$ cat src/rtl/insn_dec_pkg.sv
package insn_dec_pkg;
  localparam int INSN_W = 16;
  localparam int OPC_W  = 4;
  localparam int RA_W   = 3;
  localparam int ALU_W  = 4;
  localparam int IMM_W  = 8;
  localparam int COND_W = 3;

  typedef enum logic [2:0] {
    K_NONE = 3'd0,
    K_ALU  = 3'd1,
    K_NOT  = 3'd2,
    K_NEG  = 3'd3,
    K_BCLR = 3'd4,
    K_BSET = 3'd5,
    K_MOVE = 3'd6,
    K_LDI  = 3'd7
  } ex_kind_e;

  typedef struct packed {
    logic [OPC_W-1:0] opc;
    logic [RA_W-1:0]  r0;
    logic             mode;
    logic [RA_W-1:0]  r1;
    logic [RA_W-1:0]  r2;
    logic [1:0]       tail;
  } insn_fields_t;

  typedef struct packed {
    ex_kind_e         kind;
    logic [ALU_W-1:0] alu_op;
    logic             we_hi;
    logic             we_lo;
    logic             mem_rd;
    logic             mem_wr;
    logic             mem_byte;
    logic             src_hi;
    logic             zf_we;
    logic             br_en;
    logic             jump;
    logic             illegal;
  } ctl_t;
endpackage

$ cat src/rtl/insn_imm_ext.sv
module insn_imm_ext
  import insn_dec_pkg::*;
#(
  parameter int XLEN = 16
) (
  input  logic [IMM_W-1:0] imm,
  output logic [XLEN-1:0]  offs_sext,
  output logic [XLEN-1:0]  imm_rep
);
  localparam int LANES = XLEN / IMM_W;
  localparam int EXT_W = XLEN - IMM_W;

  assign offs_sext = {{EXT_W{imm[IMM_W-1]}}, imm};

  for (genvar g = 0; g < LANES; g++) begin : g_lane
    assign imm_rep[g*IMM_W +: IMM_W] = imm;
  end
endmodule

$ cat src/rtl/insn_class_dec.sv
module insn_class_dec
  import insn_dec_pkg::*;
(
  input  insn_fields_t f,
  output ctl_t         c
);
  localparam logic [COND_W-1:0] COND_RSVD = 3'b110;

  logic [2:0] op3;
  logic       lane_hi, src_sel, is_byte;

  assign op3     = {f.mode, f.tail};
  assign lane_hi = f.r2[2];
  assign src_sel = f.r2[1];
  assign is_byte = f.r2[0];

  always_comb begin
    c      = '0;
    c.kind = K_NONE;
    unique case (f.opc)
      4'h0: begin
        if (op3 == 3'b111) begin
          c.illegal = 1'b1;
        end else begin
          c.kind   = K_ALU;
          c.alu_op = {1'b0, op3};
          c.we_hi  = 1'b1;
          c.we_lo  = 1'b1;
        end
      end
      4'h1: begin
        c.kind   = K_ALU;
        c.alu_op = {1'b1, f.mode, f.tail};
        c.we_hi  = 1'b1;
        c.we_lo  = 1'b1;
      end
      4'h2, 4'h3: begin
        if ({f.r2, f.tail} != '0) begin
          c.illegal = 1'b1;
        end else begin
          if (f.opc[0]) begin
            c.kind  = f.mode ? K_BSET : K_BCLR;
            c.zf_we = 1'b1;
          end else begin
            c.kind = f.mode ? K_NEG : K_NOT;
          end
          c.we_hi = 1'b1;
          c.we_lo = 1'b1;
        end
      end
      4'h4: begin
        if (!f.mode) begin
          if (f.tail != 2'b00) begin
            c.illegal = 1'b1;
          end else begin
            c.kind     = K_MOVE;
            c.mem_byte = is_byte;
            c.src_hi   = is_byte & src_sel;
            c.we_hi    = !is_byte | lane_hi;
            c.we_lo    = !is_byte | !lane_hi;
          end
        end else if (f.tail[0]) begin
          if (src_sel || f.tail[1]) begin
            c.illegal = 1'b1;
          end else begin
            c.kind     = K_MOVE;
            c.mem_rd   = 1'b1;
            c.mem_byte = is_byte;
            c.we_hi    = !is_byte | lane_hi;
            c.we_lo    = !is_byte | !lane_hi;
          end
        end else begin
          if (lane_hi || f.tail[1]) begin
            c.illegal = 1'b1;
          end else begin
            c.kind     = K_MOVE;
            c.mem_wr   = 1'b1;
            c.mem_byte = is_byte;
            c.src_hi   = is_byte & src_sel;
          end
        end
      end
      4'h5: begin
        c.kind  = K_LDI;
        c.we_hi = f.mode;
        c.we_lo = !f.mode;
      end
      4'h6: begin
        if (f.mode || f.r0 == COND_RSVD) c.illegal = 1'b1;
        else                             c.br_en   = 1'b1;
      end
      4'h7: begin
        if ({f.mode, f.r1, f.r2, f.tail} != '0) c.illegal = 1'b1;
        else                                    c.jump    = 1'b1;
      end
      default: c.illegal = 1'b1;
    endcase
  end
endmodule

$ cat src/rtl/insn_ctl_reg.sv
module insn_ctl_reg
  import insn_dec_pkg::*;
#(
  parameter int XLEN = 16
) (
  input  logic              clk,
  input  logic              rst,
  input  ctl_t              c_in,
  input  insn_fields_t      f_in,
  input  logic [XLEN-1:0]   offs_in,
  input  logic [XLEN-1:0]   imm_in,
  output ctl_t              c_q,
  output logic              we_any_q,
  output insn_fields_t      f_q,
  output logic [XLEN-1:0]   offs_q,
  output logic [XLEN-1:0]   imm_q
);
  always_ff @(posedge clk) begin
    if (rst) begin
      c_q      <= '0;
      we_any_q <= 1'b0;
      f_q      <= '0;
      offs_q   <= '0;
      imm_q    <= '0;
    end else begin
      c_q      <= c_in;
      we_any_q <= c_in.we_hi | c_in.we_lo;
      f_q      <= f_in;
      offs_q   <= offs_in;
      imm_q    <= imm_in;
    end
  end
endmodule

$ cat src/rtl/insn_decoder.sv
module insn_decoder
  import insn_dec_pkg::*;
#(
  parameter int XLEN = 16
) (
  input  logic                  clk,
  input  logic                  rst,
  input  logic [INSN_W-1:0]     instr,
  output logic [RA_W-1:0]       dst_sel,
  output logic [RA_W-1:0]       srca_sel,
  output logic [RA_W-1:0]       srcb_sel,
  output logic [ALU_W-1:0]      alu_op,
  output logic [2:0]            ex_kind,
  output logic                  rf_we,
  output logic                  rf_we_hi,
  output logic                  rf_we_lo,
  output logic                  mem_rd,
  output logic                  mem_wr,
  output logic                  mem_byte,
  output logic                  src_hi,
  output logic                  zf_we,
  output logic                  br_en,
  output logic [COND_W-1:0]     br_cond,
  output logic [XLEN-1:0]       br_offset,
  output logic [XLEN-1:0]       imm_data,
  output logic                  jump,
  output logic                  illegal
);
  insn_fields_t    fld, fld_q;
  ctl_t            ctl, ctl_q;
  logic [XLEN-1:0] offs_c, imm_c;
  logic            we_any;

  assign fld = insn_fields_t'(instr);

  insn_class_dec u_class (
    .f (fld),
    .c (ctl)
  );

  insn_imm_ext #(.XLEN(XLEN)) u_imm (
    .imm       (instr[IMM_W-1:0]),
    .offs_sext (offs_c),
    .imm_rep   (imm_c)
  );

  insn_ctl_reg #(.XLEN(XLEN)) u_reg (
    .clk      (clk),
    .rst      (rst),
    .c_in     (ctl),
    .f_in     (fld),
    .offs_in  (offs_c),
    .imm_in   (imm_c),
    .c_q      (ctl_q),
    .we_any_q (we_any),
    .f_q      (fld_q),
    .offs_q   (br_offset),
    .imm_q    (imm_data)
  );

  assign dst_sel  = fld_q.r0;
  assign srca_sel = fld_q.r1;
  assign srcb_sel = fld_q.r2;
  assign br_cond  = fld_q.r0;
  assign alu_op   = ctl_q.alu_op;
  assign ex_kind  = ctl_q.kind;
  assign rf_we    = we_any;
  assign rf_we_hi = ctl_q.we_hi;
  assign rf_we_lo = ctl_q.we_lo;
  assign mem_rd   = ctl_q.mem_rd;
  assign mem_wr   = ctl_q.mem_wr;
  assign mem_byte = ctl_q.mem_byte;
  assign src_hi   = ctl_q.src_hi;
  assign zf_we    = ctl_q.zf_we;
  assign br_en    = ctl_q.br_en;
  assign jump     = ctl_q.jump;
  assign illegal  = ctl_q.illegal;
endmodule

$ cat config.mk
export PLATFORM = sky130hd
export DESIGN_NAME = insn_decoder
export DESIGN_NICKNAME = d
export VERILOG_FILES = /design/src/rtl/insn_dec_pkg.sv /design/src/rtl/insn_imm_ext.sv /design/src/rtl/insn_class_dec.sv /design/src/rtl/insn_ctl_reg.sv /design/src/rtl/insn_decoder.sv
export SDC_FILE = /design/constraint.sdc
export NUM_CORES = 1
export LEC_CHECK = 0
export CAP_MARGIN = 5
export CORE_UTILIZATION = 32
export CTS_CLUSTER_SIZE = 28
export DETAILED_ROUTE_END_ITERATION = 10
export GPL_ROUTABILITY_DRIVEN = 0
export PLACE_DENSITY = 0.72
export REMOVE_ABC_BUFFERS = 1
export SETUP_SLACK_MARGIN = 0.1
export SLEW_MARGIN = 20
export SYNTH_ARGS = -nofsm -noshare
export SYNTH_HDL_FRONTEND = slang
export SYNTH_SLANG_ARGS = --single-unit
$ cat constraint.sdc
create_clock -name clk -period 4.7 [get_ports clk]
set_clock_uncertainty 0.15 [all_clocks]
set_input_delay 1.175 -clock clk [delete_from_list [all_inputs] [get_ports clk]]
set_output_delay 1.175 -clock clk [all_outputs]
set_load 0.05 [all_outputs]
==> impl_results.md <==
* Total gr overflow at 0
* Fill cells at 382
* Flops & latches, synth at 29
* Initial drt markers at 32
* Vias in the first global route at 1016
* Slew margin rel. at 0.648
* Maximum Capacitance Violations at 0
* Setup WS pre-CTS at 1370 ps
* Share of cells above drive strength 1 at 0.0573
* Routing usage on met3 at 0.0534
* Cts hold-fix bufs at 0
* Die area at 4400 sq um
* Inserted Diodes at 0
* H-Tree Depth at 2
* Fin area at 1990 sq um
* Ports at 80
* Via count at 1136
* Global-route wire length before repair at 4.66 mm
* Syn_area_per_cell at 9.19 sq um
* CTS tree: done
* Clk root buf: clkbuf_8
* PD cells at 303 nW/um^2
* Final period util at 0.649
* Met2 Use GR at 0.246
* Syn Std Cell Area at 1320 sq um
* EDFF count, synth at 0
* Max Slew Vio Count at 0
* Fmax at 328 MHz
* Die W at 66.3 um
* Num CTS Buffers at 5
* Post-synthesis async set-or-reset flop share at 0
* Core Rows at 23
* Layout Nets at 211
* WS Path Type: in -> reg
* CP peak stage delay at 770 ps
* Clock transition at path regs at 60 ps
* Wire length per cell at 12.5 um
* Final worst slack at 1650 ps
* CP startpoint kind: primary input
* Slowest-stage cell, CP: clkdlybuf4s50_1
* Crit path time final at 3050 ps
* Warnings from Yosys at 0
* Status: finished, final reports clean
* Area Growth Syn to Fin at 50.5%
* CP Capture Type: flop
* Drt pass-1 iters at 4
* Final hold slack at 1320 ps
* GRT Max-Usage Layer: met2
* Net Sw Frac at 0.324
* Worst slew pin tran at 526 ps
* Routed Antenna Nets at 0
* Commonest non-fill, non-tap cell in the layout: clkdlybuf4s50_1
* Cell Area, Placed at 1920 sq um
* Arr. time, crit path at 3060 ps
* Remaining DRCs at 0
* Gr usage total at 0.145
* P_leak at 0.741 nW
* Internal power at 0.409 mW
* Clock Tree Buf Depth at 2
* Post-CTS Setup Bufs at 0
* Ys flop type: dfxtp_1
* Crit path max-delay family: buffers and inverters
* Worst-path maximum fanout at 16
* Critical Path RT at 4710 ps
* Post-Route Utilization at 0.502
* # clock sinks at 29
* Via density at 4.69
* Initial Util at 0.333
* Part of the power in registers at 0.428
* Pin count of the biggest net entering global routing at 17
* CP Cell Sequence: clkdlybuf4s50_1 > or4b_1 > nor4_4 > o32ai_1 > o31a_1
* Buf/Inv on CP at 1
* Switch Pwr at 0.196 mW
* Maximum vdd drop at 0.000113 V
* CORE AREA at 3970 sq um
* Comb power frac at 0.279
* Final setup violating endpoints at 0
* Cell variety after synth at 35
* Commonest cells after routing, fill and taps aside: clkdlybuf4s50_1, dfxtp_1, nor2b_1, nand2_1, a21oi_1
* WL final at 3.02 mm
* # port buffers at 79
* Hold Vio Cnt, Final at 0
* Die height at 66.3 um
* Seq/Total Area, Yosys at 0.439
* Sum Neg Setup Slack at 0 ps
* M1 GR Usage at 0.161
* DP HPWL at 2.32 mm
* Post-CTS sizing at 0
* RSZ-0062 raised after global routing: false
* Initial antenna violation count at 0
* Syn Inst Count at 144
* Clk network pwr share at 0.293
* Hold Path Class: in -> reg
worst min-delay path, cell delays in order:
cell and delay [ps]:
clkdlybuf4s50_1 400, inv_1 90, nor2_1 40
final cells by class:
cell class	instances	area, sq um	share of cell area
clock buffer	5	68.8	0.0345
clock inverter	1	5.00	0.00251
inverter	3	11.3	0.00565
multi-input combinational	74	465	0.234
sequential	29	581	0.291
tap	50	62.6	0.0314
timing repair buffer	80	798	0.401
final timing paths:
| kind | from | end | slack, ps | depth (start not counted) |
|---|---|---|---|---|
| hold / removal | instr[9] | u_reg.f_q[9] | 1320 | 3 |
| setup / recovery | instr[12] | u_reg.c_q[0] | 1650 | 5 |
through the flow:
stage	power, mW	cells
4_1_cts	0.612	242
2_1_floorplan	0.361	106
5_1_grt	0.629	242
3_5_place_dp	0.433	236
6_report	0.604	242
3_3_place_gp	0.432	236
flip-flops by register name (all words and copies together), names as in the netlist:
signal	cells
u_reg.c_q	17
u_reg.f_q	5
u_reg.offs_q	5
u_reg.imm_q	1
u_reg.we_any_q	1
cell usage after synthesis, types with 2 or more instances:
cell / count / area [sq um]
a21oi_1: 8 / 40.0
a31oi_1: 2 / 12.5
and2_1: 6 / 37.5
and3b_1: 2 / 17.5
buf_4: 33 / 248
clkbuf_1: 5 / 18.8
dfxtp_1: 29 / 581
inv_1: 3 / 11.3
nand2_1: 9 / 33.8
nand3_1: 2 / 10.0
nor2_1: 6 / 22.5
nor2b_1: 10 / 62.6
o21ai_0: 7 / 35.0
kinds of logic after synthesis:
family          after synthesis  synth area share
flops                        29             0.439
simple gates                 49             0.233
compound gates               25             0.118
buf+inv                      41             0.210
layer usage:
metal,wire length (um),share of wire
met2,1380,0.46
met5,0,0
met4,30,0.010
met3,339,0.11
met1,1260,0.42
power groups by stage:
stage | combinational (mW) | clock, mW | sequential, mW
2_1_floorplan | 0.0177 | 0 | 0.343
3_3_place_gp | 0.168 | 0 | 0.264
3_5_place_dp | 0.169 | 0 | 0.264
4_1_cts | 0.169 | 0.184 | 0.259
5_1_grt | 0.177 | 0.193 | 0.260
6_report | 0.168 | 0.177 | 0.259
No activity file was read; power rests on OpenSTA's default activity.
